`src/rtl/pma_pkg.sv`:
```
package pma_pkg;
    parameter int unsigned WORD_W  = 32;
    parameter int unsigned SHIFT_N = 12;

    typedef logic [WORD_W-1:0] word_t;

    typedef struct packed {
        logic  vld;
        word_t main;
        word_t aux;
    } out_state_t;
endpackage

```
`src/rtl/pma_prescale.sv`:
```
module pma_prescale #(
    parameter int unsigned W  = 32,
    parameter int unsigned SH = 12
) (
    input  logic         en,
    input  logic [W-1:0] din,
    output logic [W-1:0] dout
);
    localparam int unsigned KEEP = W - SH;

    always_comb begin
        if (en) dout = {{SH{din[W-1]}}, din[W-1:SH]};
        else    dout = din;
    end

    always_comb begin
        if (en) assert_sign_fill_R3: assert (dout[W-1:KEEP] == {SH{din[W-1]}});
    end
endmodule

```
`src/rtl/pma_combine.sv`:
```
module pma_combine #(
    parameter int unsigned W = 32
) (
    input  logic         split,
    input  logic [W-1:0] a,
    input  logic [W-1:0] b_scaled,
    input  logic [W-1:0] b_raw,
    output logic [W-1:0] main_o,
    output logic [W-1:0] aux_o
);
    logic [W-1:0] sum;

    always_comb begin
        sum = a + b_scaled;
        if (split) begin
            main_o = a;
            aux_o  = b_raw;
        end else begin
            main_o = sum;
            aux_o  = '0;
        end
    end
endmodule

```
`src/rtl/path_merge_adder.sv`:
```
module path_merge_adder
    import pma_pkg::*;
(
    input  logic        clk,
    input  logic        rst_n,
    input  logic        in_valid,
    input  logic        split_mode,
    input  logic        prescale_en,
    input  logic [31:0] path_a,
    input  logic [31:0] path_b,
    output logic        out_valid,
    output logic [31:0] out_main,
    output logic [31:0] out_aux
);
    word_t      b_scaled;
    word_t      comb_main;
    word_t      comb_aux;
    out_state_t st_d, st_q;

    pma_prescale #(.W(WORD_W), .SH(SHIFT_N)) u_scale (
        .en   (prescale_en & ~split_mode),
        .din  (path_b),
        .dout (b_scaled)
    );

    pma_combine #(.W(WORD_W)) u_comb (
        .split    (split_mode),
        .a        (path_a),
        .b_scaled (b_scaled),
        .b_raw    (path_b),
        .main_o   (comb_main),
        .aux_o    (comb_aux)
    );

    always_comb begin
        st_d     = st_q;
        st_d.vld = in_valid;
        if (in_valid) begin
            st_d.main = comb_main;
            st_d.aux  = comb_aux;
        end
    end

    always_ff @(posedge clk) begin
        if (!rst_n) st_q <= '0;
        else        st_q <= st_d;
    end

    assign out_valid = st_q.vld;
    assign out_main  = st_q.main;
    assign out_aux   = st_q.aux;

    assert_reset_clear_R1: assert property (@(posedge clk)
        !$past(rst_n) |-> (out_main == '0 && out_aux == '0 && !out_valid));
    assert_plain_sum_R2: assert property (@(posedge clk) disable iff (!rst_n)
        in_valid && !split_mode && !prescale_en |=> out_main == $past(path_a) + $past(path_b));
    assert_scaled_sum_R3: assert property (@(posedge clk) disable iff (!rst_n)
        in_valid && !split_mode && prescale_en |=>
        out_main == $past(path_a) + word_t'($signed($past(path_b)) >>> SHIFT_N));
    assert_split_pass_R4: assert property (@(posedge clk) disable iff (!rst_n)
        in_valid && split_mode |=> out_main == $past(path_a) && out_aux == $past(path_b));
    assert_aux_zero_R5: assert property (@(posedge clk) disable iff (!rst_n)
        in_valid && !split_mode |=> out_aux == '0);
    assert_valid_pipe_R6: assert property (@(posedge clk) disable iff (!rst_n)
        1'b1 |=> out_valid == $past(in_valid));
    assert_idle_hold_R7: assert property (@(posedge clk) disable iff (!rst_n)
        !in_valid |=> $stable(out_main) && $stable(out_aux));
endmodule

```
`config.mk`:
```
export PLATFORM = sky130hd
export DESIGN_NAME = path_merge_adder
export DESIGN_NICKNAME = d
export VERILOG_FILES = /design/src/rtl/pma_pkg.sv /design/src/rtl/pma_prescale.sv /design/src/rtl/pma_combine.sv /design/src/rtl/path_merge_adder.sv
export SDC_FILE = /design/constraint.sdc
export NUM_CORES = 1
export LEC_CHECK = 0
export BUFFER_PORTS_ARGS = -buffer_cell sky130_fd_sc_hd__buf_4
export CORE_MARGIN = 5
export CORE_UTILIZATION = 53
export CTS_CLUSTER_DIAMETER = 80
export CTS_CLUSTER_SIZE = 25
export DETAILED_ROUTE_END_ITERATION = 8
export PLACE_DENSITY_LB_ADDON = 0.2
export SYNTH_ARGS = -nofsm -noshare
export SYNTH_HDL_FRONTEND = slang
export SYNTH_SLANG_ARGS = --single-unit
```
`constraint.sdc`:
```
create_clock -name clk -period 4.3 [get_ports clk]
set_input_delay 1.075 -clock clk [delete_from_list [all_inputs] [get_ports clk]]
set_output_delay 1.075 -clock clk [all_outputs]
set_load 0.05 [all_outputs]
```
==> run summary, run 1 <==
I/O pin cnt -> 134
Critical path data required time -> 4.52 ns
Min-delay src -> out_aux[27]
CTS sink cnt -> 65
Buffer type at the clock tree root -> sky130_fd_sc_hd__clkbuf_8
Via density per instance -> 5.73
Post-Synthesis Net Count -> 693
FF-to-FF End -> out_main[12]
R2r worst-path depth -> 3
Area of the core -> 8300 µm²
CP Max Fanout -> 8
Setup-failing EPs final -> 0
Filler Cells Inserted -> 721
Number of hold violations in the final report -> 0
Fraction of final layout cells sized beyond drive strength 1 -> 26.2%
Total power -> 1.95 mW
Total of cells resized after clock tree synthesis -> 0
Clock latency on the worst-skew pair -> 0.36 ns
Proportion of synthesized chip area in sequential cells -> 28.6%
Die footprint -> 10500 µm²
Worst Path Arrival -> 4.19 ns
Prevailing post-synth register cell -> sky130_fd_sc_hd__dfxtp_1
Critical Setup Path Class -> primary input to register
Crit-path most repeated cell -> sky130_fd_sc_hd__buf_4
TritonCTS clock tree -> built
Headroom to the max-slew limit -> 59.7%
Remaining Overflow, GRT -> 0
Total number of vias -> 4689
Element type at the critical path end -> register
R2R Setup Slk -> 3.47 ns
Post-layout minimum cycle time -> 3.96 ns
Number of antenna violations at the first check in global routing -> 0
Number of buffers created by CTS -> 9
Worst Hold Endpoint -> out_aux[27]
Synthesis-to-layout area growth -> 27.6%
P per Cell Area -> 337 nW/µm²
Fraction of registers with async set/reset -> 0%
Final Slew Violations -> 0
Die span in y -> 103 µm
Post-DRT Antenna Nets -> 0
Vias in the first global route -> 4460
Starting Density -> 54.8%
Final Wtd Congestion -> 0.919
Critical path startpoint category -> primary input
DRT Pass-1 Iters -> 5
Die span in x -> 103 µm
Run status -> complete, no violations
Clock-pin slew on the worst setup and hold paths -> 0.08 ns
Setup repair after global routing missed its margin -> no
First-pass GRT wire length -> 22400 µm
Dominant cells by area after synthesis -> sky130_fd_sc_hd__dfxtp_1 29%, sky130_fd_sc_hd__a21oi_1 9.7%, sky130_fd_sc_hd__ha_1 9.4%, sky130_fd_sc_hd__nor2_1 5.9%, sky130_fd_sc_hd__nor2b_1 5.1%
Violation count after the first detailed-routing iteration -> 214
Synthesized instance count -> 589
Number of enable flip-flop cells after synthesis -> 0
Leak -> 2.70 nW
Combined area of all synthesized cells -> 4550 µm²
H-Tree Level Count -> 3
Area share of the largest cell type after synthesis -> 28.6%
Dominant cell type by area after synthesis -> sky130_fd_sc_hd__dfxtp_1
Post CTS Setup Buffer Count -> 0
Maximum vdd ir drop -> 0.204 mV
Instance count along the most critical hold path -> 2
DRC -> 0
Post-DP HPWL -> 10800 µm
Overall track demand over capacity in global routing -> 27.1%
Max-cap check violation count -> 0
Setup total negative slack -> 0 ns
Post-layout util -> 69.9%
Final clock skew -> 0 ns
Port bufs -> 133
Transition at the pin with the smallest max-transition slack -> 0.604 ns
Longest Clk Path Bufs -> 2
Number of different library cells in the post-synthesis netlist -> 54
Avg Inst Size Synth -> 7.72 µm²
Net count, final -> 812
Wirelength, routed -> 14200 µm
Commonest cells after routing, fill and taps aside -> 142 x sky130_fd_sc_hd__buf_4, 88 x sky130_fd_sc_hd__a21oi_1, 71 x sky130_fd_sc_hd__nor2_1
#FFs+latches synth -> 65
Warnings, synthesis -> 0
Final antenna diode count -> 0
Delay contributed by the slowest stage of the critical path -> 0.42 ns
Ratio of final minimum period to clock period -> 92.2%
Largest net degree at the start of global routing -> 63
Chain of cells forming the critical path -> buf_4 > nand2b_1 > buf_4 > mux2_2 > ha_1 > a211oi_1 > o211ai_2 > a311oi_2 > nor2_2 > a41oi_2 > nand4b_1 > a31oi_1 > xnor2_1 > a21oi_1
Wire length per cell -> 17.3 µm
Most common library cell in the layout ignoring fill and taps -> sky130_fd_sc_hd__buf_4
Peak Freq -> 252 MHz
Total number of placement rows -> 33
CP max-delay cell -> sky130_fd_sc_hd__a211oi_1
RR Startpoint -> out_main[12]
Hold WC Path Type -> register to register
Hold buffer count at cts -> 0
[critical path, delay by kind of cell]
| kind | cells | cell delay, ns |
|---|---|---|
| AO/OA/AOI/OAI | 6 | 1.58 |
| AND/OR/NAND/NOR | 3 | 0.43 |
| multiplexers | 1 | 0.36 |
| adder cells (fa/ha/maj) | 1 | 0.30 |
| buffers and inverters | 2 | 0.28 |
| XOR/XNOR | 1 | 0.15 |
[logic make-up (layout without fill, tap and decap cells)]
group                      Yosys count  count (layout)  synth area share [%]
AOI/OAI and AO/OA                  195             195                  26.2
xor gates and xnor gates            26              26                  5.01
adders and majority gates           35              35                  9.80
buffers and inverters               47             171                  3.96
DFF                                 65              65                  28.6
muxes                               25              25                  6.03
and+or+nand+nor                    196             196                  20.4
[per-layer routing]
metal | global-route usage [%] | part of all wire [%]
met5 | 0 | 0
met4 | 7.77 | 2.1
met3 | 6.09 | 8.9
met2 | 40.8 | 43
met1 | 38.8 | 46
[cell type report]
type | instances | area [µm²] | area share [%]
flip-flops and latches | 65 | 1300 | 22.4
clock buffers | 11 | 131 | 2.27
repair buffers | 142 | 1070 | 18.4
inverters | 13 | 48.8 | 0.841
multi-input cells | 477 | 3060 | 52.8
well taps | 105 | 131 | 2.27
clock inverters | 5 | 56.3 | 0.971
[per-stage QoR]
step	hold slack (ns)	instances	instance area, µm²	setup slack, ns
after floorplan	0.691	589	4550	0.272
final	0.481	818	5800	0.337
after global routing	0.511	818	5800	0.0549
after CTS	0.481	818	5800	0.346
after detailed placement	0.472	802	5610	-0.00780
after global placement	0.460	802	5610	0.116
[report_power, final]
part	switching [mW]	leakage (nW)	total [mW]	internal, mW
sequential	0.0198	0.535	0.661	0.642
clock	0.263	0.0933	0.530	0.267
combinational	0.467	2.07	0.761	0.295
total	0.749	2.70	1.95	1.20
[flip-flops by register name, summed over array words and instances (netlist names)]
name,cells
out_aux,32
out_valid,1
out_main,32
[how the worst max path moves through the flow]
stage	slack [ns]	cells past startpoint	to	from
CTS	0.35	14	out_main[31]	split_mode
detailed placement	-0.008	14	out_main[31]	split_mode
global placement	0.12	15	out_main[26]	split_mode
floorplan	0.27	15	out_main[24]	split_mode
global route	0.05	14	out_main[31]	split_mode
finish	0.34	14	out_main[31]	split_mode
[synthesized netlist by cell type (all sizes together) (3+ instances only)]
library cell / number
mux2i: 6
o211a: 3
a21oi: 88
a31oi: 11
nor2: 72
o21ai: 41
buf: 9
xor2: 12
o211ai: 8
and2: 3
mux2: 19
o2111ai: 3
nand2: 53
a41oi: 4
dfxtp: 65
ha: 34
xnor2: 14
inv: 12
a211oi: 4
a21o: 16
clkbuf: 25
nand3: 5
nor2b: 37
nor3b: 6
nand2b: 7
a2111oi: 3
nor3: 3
Note: power is estimated with default switching activity, not from simulation.
==> inputs of run 2 (changes only) <==
--- a/config.mk
+++ b/config.mk
@@ -6,10 +6,10 @@
 export NUM_CORES = 1
 export LEC_CHECK = 0
 export BUFFER_PORTS_ARGS = -buffer_cell sky130_fd_sc_hd__buf_4
+export CAP_MARGIN = 20
 export CORE_MARGIN = 5
 export CORE_UTILIZATION = 53
 export CTS_CLUSTER_DIAMETER = 80
-export CTS_CLUSTER_SIZE = 25
 export DETAILED_ROUTE_END_ITERATION = 8
 export PLACE_DENSITY_LB_ADDON = 0.2
 export SYNTH_ARGS = -nofsm -noshare
==> constraint.sdc (replaced) <==
create_clock -name clk -period 3.7 [get_ports clk]
set_input_delay 0.925 -clock clk [delete_from_list [all_inputs] [get_ports clk]]
set_output_delay 0.925 -clock clk [all_outputs]
set_load 0.05 [all_outputs]
==> run 2 against run 1 <==
  * Clock-buffer cell count is 1 lower
  * Global-route usage up 0.39 points
  * Clock skew is the same
  * Critical path depth rose by 2
  * Cell count rose by 5.6%
  * First-iteration DRC count rose by 36%
  * Wire length increased by 3.3%
  * Sequential share of layout area down 1.6 points
  * Sequential power rose by 16%
  * Clock power increased by 48%
  * Non-clock buffer count rose by 46
  * Largest cell class unchanged
  * Largest power group unchanged
  * Highest routed layer unchanged
==> run summary, run 2 (synthesis results as in run 1) <==
Run status -> complete, no violations
Fin Hold WS -> 0.487 ns (+0.00559 ns)
CP Max Fanout -> 5 (-3)
Post-DRT Antenna Nets -> 0 (unchanged)
Final clock skew -> 0 ns (unchanged)
FF-to-FF End -> out_main[12]
Min-delay src -> out_aux[27]
Combined buffer and inverter count along the critical path -> 3 (+1)
Final Slew Violations -> 0 (unchanged)
First-pass GRT wire length -> 22800 µm (+1.8%)
Net count, final -> 858 (+5.7%)
Largest net degree at the start of global routing -> 58 (-7.9%)
R2r worst-path depth -> 3 (unchanged)
Number of antenna violations at the first check in global routing -> 0 (unchanged)
CTS sink cnt -> 65 (unchanged)
Overall track demand over capacity in global routing -> 27.5% (+0.39 points)
Transition at the pin with the smallest max-transition slack -> 0.602 ns (-0.00228 ns)
Clock latency on the worst-skew pair -> 0.35 ns (about the same)
Port bufs -> 133 (unchanged)
Total power -> 2.52 mW (+29%)
Die span in x -> 103 µm (unchanged)
Met2 wire len -> 6310 µm (+4.1%)
Delay contributed by the slowest stage of the critical path -> 0.37 ns (-0.05 ns)
Ratio of final minimum period to clock period -> 95.6%
Total number of placement rows -> 33 (unchanged)
Longest Clk Path Bufs -> 2 (unchanged)
Instance count along the most critical hold path -> 2 (unchanged)
Critical path startpoint category -> primary input
Number of hold violations in the final report -> 0 (unchanged)
Hold WC Path Type -> register to register
Total number of vias -> 4962 (+5.8%)
Headroom to the max-slew limit -> 59.9% (+0.15 points)
Share of power burned in combinational logic -> 38.6% (-0.4 points)
Final Wtd Congestion -> 0.969 (+5.4%)
Area of placed instances -> 5960 µm² (+6.3%)
Setup-failing EPs final -> 0 (unchanged)
RR Startpoint -> out_main[12]
Synthesis-to-layout area growth -> 37.5%
Peak Freq -> 283 MHz
Final antenna diode count -> 0 (unchanged)
CP max-delay cell -> sky130_fd_sc_hd__fa_1
Buffer type at the clock tree root -> sky130_fd_sc_hd__clkbuf_8
Pint -> 1.62 mW (+35%)
Commonest cells after routing, fill and taps aside -> 188 x sky130_fd_sc_hd__buf_4, 87 x sky130_fd_sc_hd__a21oi_1, 71 x sky130_fd_sc_hd__nor2_1
I/O pin cnt -> 134 (unchanged)
P per Cell Area -> 404 nW/µm² (+20%)
Wire length per cell -> 17.0 µm (-2.2%)
DRC -> 0 (unchanged)
Most common library cell in the layout ignoring fill and taps -> sky130_fd_sc_hd__buf_4
TritonCTS clock tree -> built
Clock-pin slew on the worst setup and hold paths -> 0.09 ns (about the same)
Violation count after the first detailed-routing iteration -> 291 (+36%)
Worst slack, placed -> -0.338 ns (-0.330 ns)
Proportion of power drawn by the clock network -> 31.0% (+3.9 points)
Post-DP HPWL -> 11200 µm (+4.4%)
Number of buffers created by CTS -> 9 (unchanged)
Instance count after placement with tap cells included -> 848 (+5.7%)
Filler-free cell count of the finished design -> 864 (+5.6%)
Starting Density -> 54.8% (unchanged)
Worst Path Arrival -> 3.77 ns (-0.42 ns)
Wirelength, routed -> 14700 µm (+3.3%)
NetSw -> 905 µW (+21%)
Remaining Overflow, GRT -> 0 (unchanged)
Setup total negative slack -> 0 ns (unchanged)
Leak -> 2.96 nW (+9.6%)
Top Metal Used -> met4
Fraction of final layout cells sized beyond drive strength 1 -> 31.9% (+5.7 points)
R2R Setup Slk -> 2.89 ns (-0.58 ns)
Element type at the critical path end -> register
Final Instance Area -> 6250 µm² (+7.8%)
Final setup slack of the worst path -> 0.162 ns (-0.175 ns)
Max-cap check violation count -> 0 (unchanged)
Chain of cells forming the critical path -> buf_4 > nand2b_4 > mux2_2 > ha_1 > inv_1 > fa_1 > and2b_1 > o2111ai_1 > a21oi_2 > o21ai_2 > a21oi_1 > o2111ai_1 > buf_4 > a31oi_2 > xnor2_1 > o21ai_0
Vias in the first global route -> 4580 (+2.7%)
Switching power share of the total -> 35.9% (-2.5 points)
Worst Hold Endpoint -> out_aux[27]
Die footprint -> 10500 µm² (unchanged)
Portion of total power attributed to sequential cells -> 30.4% (-3.5 points)
Area of the core -> 8300 µm² (unchanged)
Critical path data required time -> 3.93 ns (-0.59 ns)
Family with the most delay on the worst path -> compound AO/OA/AOI/OAI gates
Die span in y -> 103 µm (unchanged)
DRT Pass-1 Iters -> 5 (unchanged)
Routed length on met3 -> 1260 µm (-0.24%)
Setup repair after global routing missed its margin -> no
H-Tree Level Count -> 3 (unchanged)
Post-layout minimum cycle time -> 3.54 ns
Maximum vdd ir drop -> 0.305 mV (+49%)
Post CTS Setup Buffer Count -> 0 (unchanged)
Via density per instance -> 5.74 (+0.19%)
Metal1 wirelength -> 6830 µm (+4.0%)
Critical Setup Path Class -> primary input to register
Post-layout util -> 75.3% (+5.4 points)
## run 2: cell types whose count changed in the layout (fill, tap and decap cells not counted), sizes merged
cell / change
clkinv: -1
bufinv: +2
clkbuf: -1
buf: +46
## run 2: power groups by stage
stage	Sequential, mW	Combinational [mW]	Clock (mW)
finish	0.768	0.974	0.783
global route	0.773	1.05	0.822
global placement	0.783	0.942	0
detailed placement	0.783	0.950	0
CTS	0.768	0.957	0.787
floorplan	0.941	0.455	0
## run 2: worst max-delay path by stage
stage               slack [ns]      endpoint  startpoint  cells past startpoint
floorplan                 0.04  out_main[24]  split_mode                     15
global placement         -0.17  out_main[24]  split_mode                     15
detailed placement       -0.34  out_main[24]  split_mode                     15
CTS                       0.01  out_main[24]  split_mode                     15
global route              0.02  out_main[31]  split_mode                     16
finish                    0.16  out_main[28]  split_mode                     16
## run 2: layout make-up
| type | count | area (µm²) |
|---|---|---|
| multi-input cells | 477 | 3100 |
| fillers | 640 | 2050 |
| repair buffers | 188 | 1410 |
| flip-flops and latches | 65 | 1300 |
| clock buffers | 10 | 138 |
| well taps | 105 | 131 |
| clock inverters | 6 | 115 |
| inverters | 13 | 48.8 |
## run 2: metal layers
layer,GRT usage [%],vias up
met3,4.87,21
li1,-,2418
met4,6.96,0
met1,39.6,2287
met2,42.5,236
met5,0,-
## run 2: tightest hold or removal path: cells and delay by family (launching register included)
family / cells / cell delay, ns
DFF: 1 / 0.33
and+or+nand+nor: 1 / 0.07
AOI/OAI and AO/OA: 1 / 0.05
## run 2: what timing repair did
action	4_1_cts	5_1_grt
hold buffers	0	0
gates resized for setup	0	8
endpoints found under the setup margin	0	3
==> inputs of run 3 (changes only) <==
--- a/config.mk
+++ b/config.mk
@@ -8,7 +8,7 @@
 export BUFFER_PORTS_ARGS = -buffer_cell sky130_fd_sc_hd__buf_4
 export CAP_MARGIN = 20
 export CORE_MARGIN = 5
-export CORE_UTILIZATION = 53
+export CORE_UTILIZATION = 48
 export CTS_CLUSTER_DIAMETER = 80
 export DETAILED_ROUTE_END_ITERATION = 8
 export PLACE_DENSITY_LB_ADDON = 0.2
==> constraint.sdc (replaced) <==
create_clock -name clk -period 3.1 [get_ports clk]
set_input_delay 0.775 -clock clk [delete_from_list [all_inputs] [get_ports clk]]
set_output_delay 0.775 -clock clk [all_outputs]
set_load 0.05 [all_outputs]
==> run 3 against run 2 <==
  * The run now ends with negative setup slack left
  * Clock skew unchanged
  * Combinational power up 48%
  * Setup slack worse by 0.33 ns
  * Power increased by 27%
  * Critical path type unchanged
  * Critical endpoint is now out_main[26]
  * Largest cell class unchanged
  * Largest power group unchanged
  * Highest routed layer unchanged
==> run summary, run 3 (synthesis results as in run 1) <==
Run status -> complete, but fails checks
Failing checks -> negative setup slack
Buffer type at the clock tree root -> sky130_fd_sc_hd__clkbuf_8
Instance count after placement with tap cells included -> 932 (+9.9%)
Longest Clk Path Bufs -> 2 (unchanged)
Clock latency on the worst-skew pair -> 0.35 ns (about the same)
Register cell area after layout -> 1300 µm² (unchanged)
Filler Cells Inserted -> 646 (+0.94%)
Overall track demand over capacity in global routing -> 28.3% (+0.82 points)
Post-layout util -> 78.7% (+3.4 points)
Total number of vias -> 5363 (+8.1%)
Net count, final -> 933 (+8.7%)
Launching element of the worst setup path -> split_mode
Wire length per cell -> 17.8 µm (+4.8%)
Largest net degree at the start of global routing -> 58 (unchanged)
Post-DRT Antenna Nets -> 0 (unchanged)
Number of buffers created by CTS -> 9 (unchanged)
Final clock skew -> 0 ns (unchanged)
Leak -> 3.38 nW (+14%)
Peak Freq -> 306 MHz
Hold WC Path Type -> register to register
Headroom to the max-slew limit -> 55.7% (-4.2 points)
Fin Hold WS -> 0.497 ns (+0.00966 ns)
P per Cell Area -> 442 nW/µm² (+9.5%)
Port bufs -> 133 (unchanged)
Final Wtd Congestion -> 0.949 (-2.0%)
Clock-pin slew on the worst setup and hold paths -> 0.08 ns (about the same)
Synthesis-to-layout area growth -> 59.9%
CP Max Fanout -> 8 (+3)
Most common library cell in the layout ignoring fill and taps -> sky130_fd_sc_hd__buf_4
Remaining Overflow, GRT -> 0 (unchanged)
Number of hold violations in the final report -> 0 (unchanged)
Post-layout minimum cycle time -> 3.27 ns
Area of the core -> 9240 µm² (+11%)
Critical Setup Path Class -> primary input to register
DRC -> 0 (unchanged)
Final Slew Violations -> 0 (unchanged)
Element type at the critical path end -> register
Violation count after the first detailed-routing iteration -> 457 (+57%)
Critical path startpoint category -> primary input
RR Startpoint -> out_main[28]
Setup-failing EPs final -> 16 (+16)
Die span in y -> 107 µm (+4.6%)
Number of antenna violations at the first check in global routing -> 0 (unchanged)
Area occupied by multi-input gates -> 3510 µm² (+13%)
Final setup slack of the worst path -> -0.167 ns (-0.328 ns)
Transition at the pin with the smallest max-transition slack -> 0.664 ns (+0.0625 ns)
Critical path data required time -> 3.37 ns (-0.56 ns)
Die footprint -> 11500 µm² (+9.4%)
Post-DP HPWL -> 12400 µm (+10%)
Maximum vdd ir drop -> 0.273 mV (-10%)
I/O pin cnt -> 134 (unchanged)
Die span in x -> 107 µm (+4.6%)
Via density per instance -> 5.57 (-3.0%)
Hold buffer count at cts -> 0 (unchanged)
Starting Density -> 49.2% (-5.6 points)
DRT Pass-1 Iters -> 5 (unchanged)
Wirelength, routed -> 17100 µm (+17%)
Setup repair after global routing missed its margin -> yes
Worst Path Arrival -> 3.54 ns (-0.23 ns)
Setup total negative slack -> -1.49 ns (-1.49 ns)
CTS sink cnt -> 65 (unchanged)
Area of placed instances -> 6500 µm² (+9.0%)
Commonest cells after routing, fill and taps aside -> 258 x sky130_fd_sc_hd__buf_4, 81 x sky130_fd_sc_hd__a21oi_1, 70 x sky130_fd_sc_hd__nor2_1
Final Instance Area -> 7270 µm² (+16%)
Filler-free cell count of the finished design -> 963 (+11%)
H-Tree Level Count -> 3 (unchanged)
Total number of placement rows -> 35 (+6.1%)
Worst slack, placed -> -0.694 ns (-0.356 ns)
Fraction of final layout cells sized beyond drive strength 1 -> 42.9% (+11 points)
TritonCTS clock tree -> built
Total power -> 3.22 mW (+27%)
First-pass GRT wire length -> 26000 µm (+14%)
Final antenna diode count -> 0 (unchanged)
Min-delay src -> out_main[20]
Ratio of final minimum period to clock period -> 105%
Vias in the first global route -> 5157 (+13%)
Max-cap check violation count -> 0 (unchanged)
run 3: area by class of cell:
class	instances	share of cell area [%]
flip-flops and latches	65	17.9
multi-input cells	477	48.3
clock buffers	10	1.89
inverters	13	0.671
well taps	129	2.22
repair buffers	263	27.7
clock inverters	6	1.26
run 3: where the power goes:
group          switching [mW]  internal, mW
logic                   0.786         0.658
registers              0.0294         0.890
clock network           0.373         0.478
total                    1.19          2.03
run 3: worst max-delay path: stages:
cell	delay (ns)
sky130_fd_sc_hd__buf_6	0.09
sky130_fd_sc_hd__nand2b_4	0.20
sky130_fd_sc_hd__mux2_4	0.24
sky130_fd_sc_hd__ha_4	0.13
sky130_fd_sc_hd__inv_2	0.04
sky130_fd_sc_hd__fa_2	0.33
sky130_fd_sc_hd__and2b_2	0.27
sky130_fd_sc_hd__o2111ai_4	0.14
sky130_fd_sc_hd__a21oi_2	0.20
sky130_fd_sc_hd__o21ai_2	0.11
sky130_fd_sc_hd__a21oi_2	0.25
sky130_fd_sc_hd__o2111ai_4	0.16
sky130_fd_sc_hd__a2111oi_4	0.35
sky130_fd_sc_hd__a31oi_1	0.07
sky130_fd_sc_hd__a31oi_1	0.17
run 3: layer usage:
layer / vias to the layer above / track usage, % / routed length (µm)
met2: 268 / 46.7 / 7820
met3: 53 / 5.40 / 1300
met1: 2476 / 37.4 / 7500
met5: - / 0 / 0
li1: 2566 / - / -
met4: 0 / 8.40 / 507
run 3: worst paths after layout:
check	end	slack [ns]	depth (start not counted)
setup reg to reg	out_main[28]	2.20	3
setup / recovery	out_main[26]	-0.17	15
hold / removal	out_main[20]	0.50	1
hold reg to reg	out_main[20]	0.50	1
run 3: what timing repair did:
item / CTS / global route
buffers inserted: 9 / 5
endpoints found under the setup margin: 16 / 21
gates cloned: 1 / 0
gates resized for setup: 53 / 17
pin swaps: 32 / 16
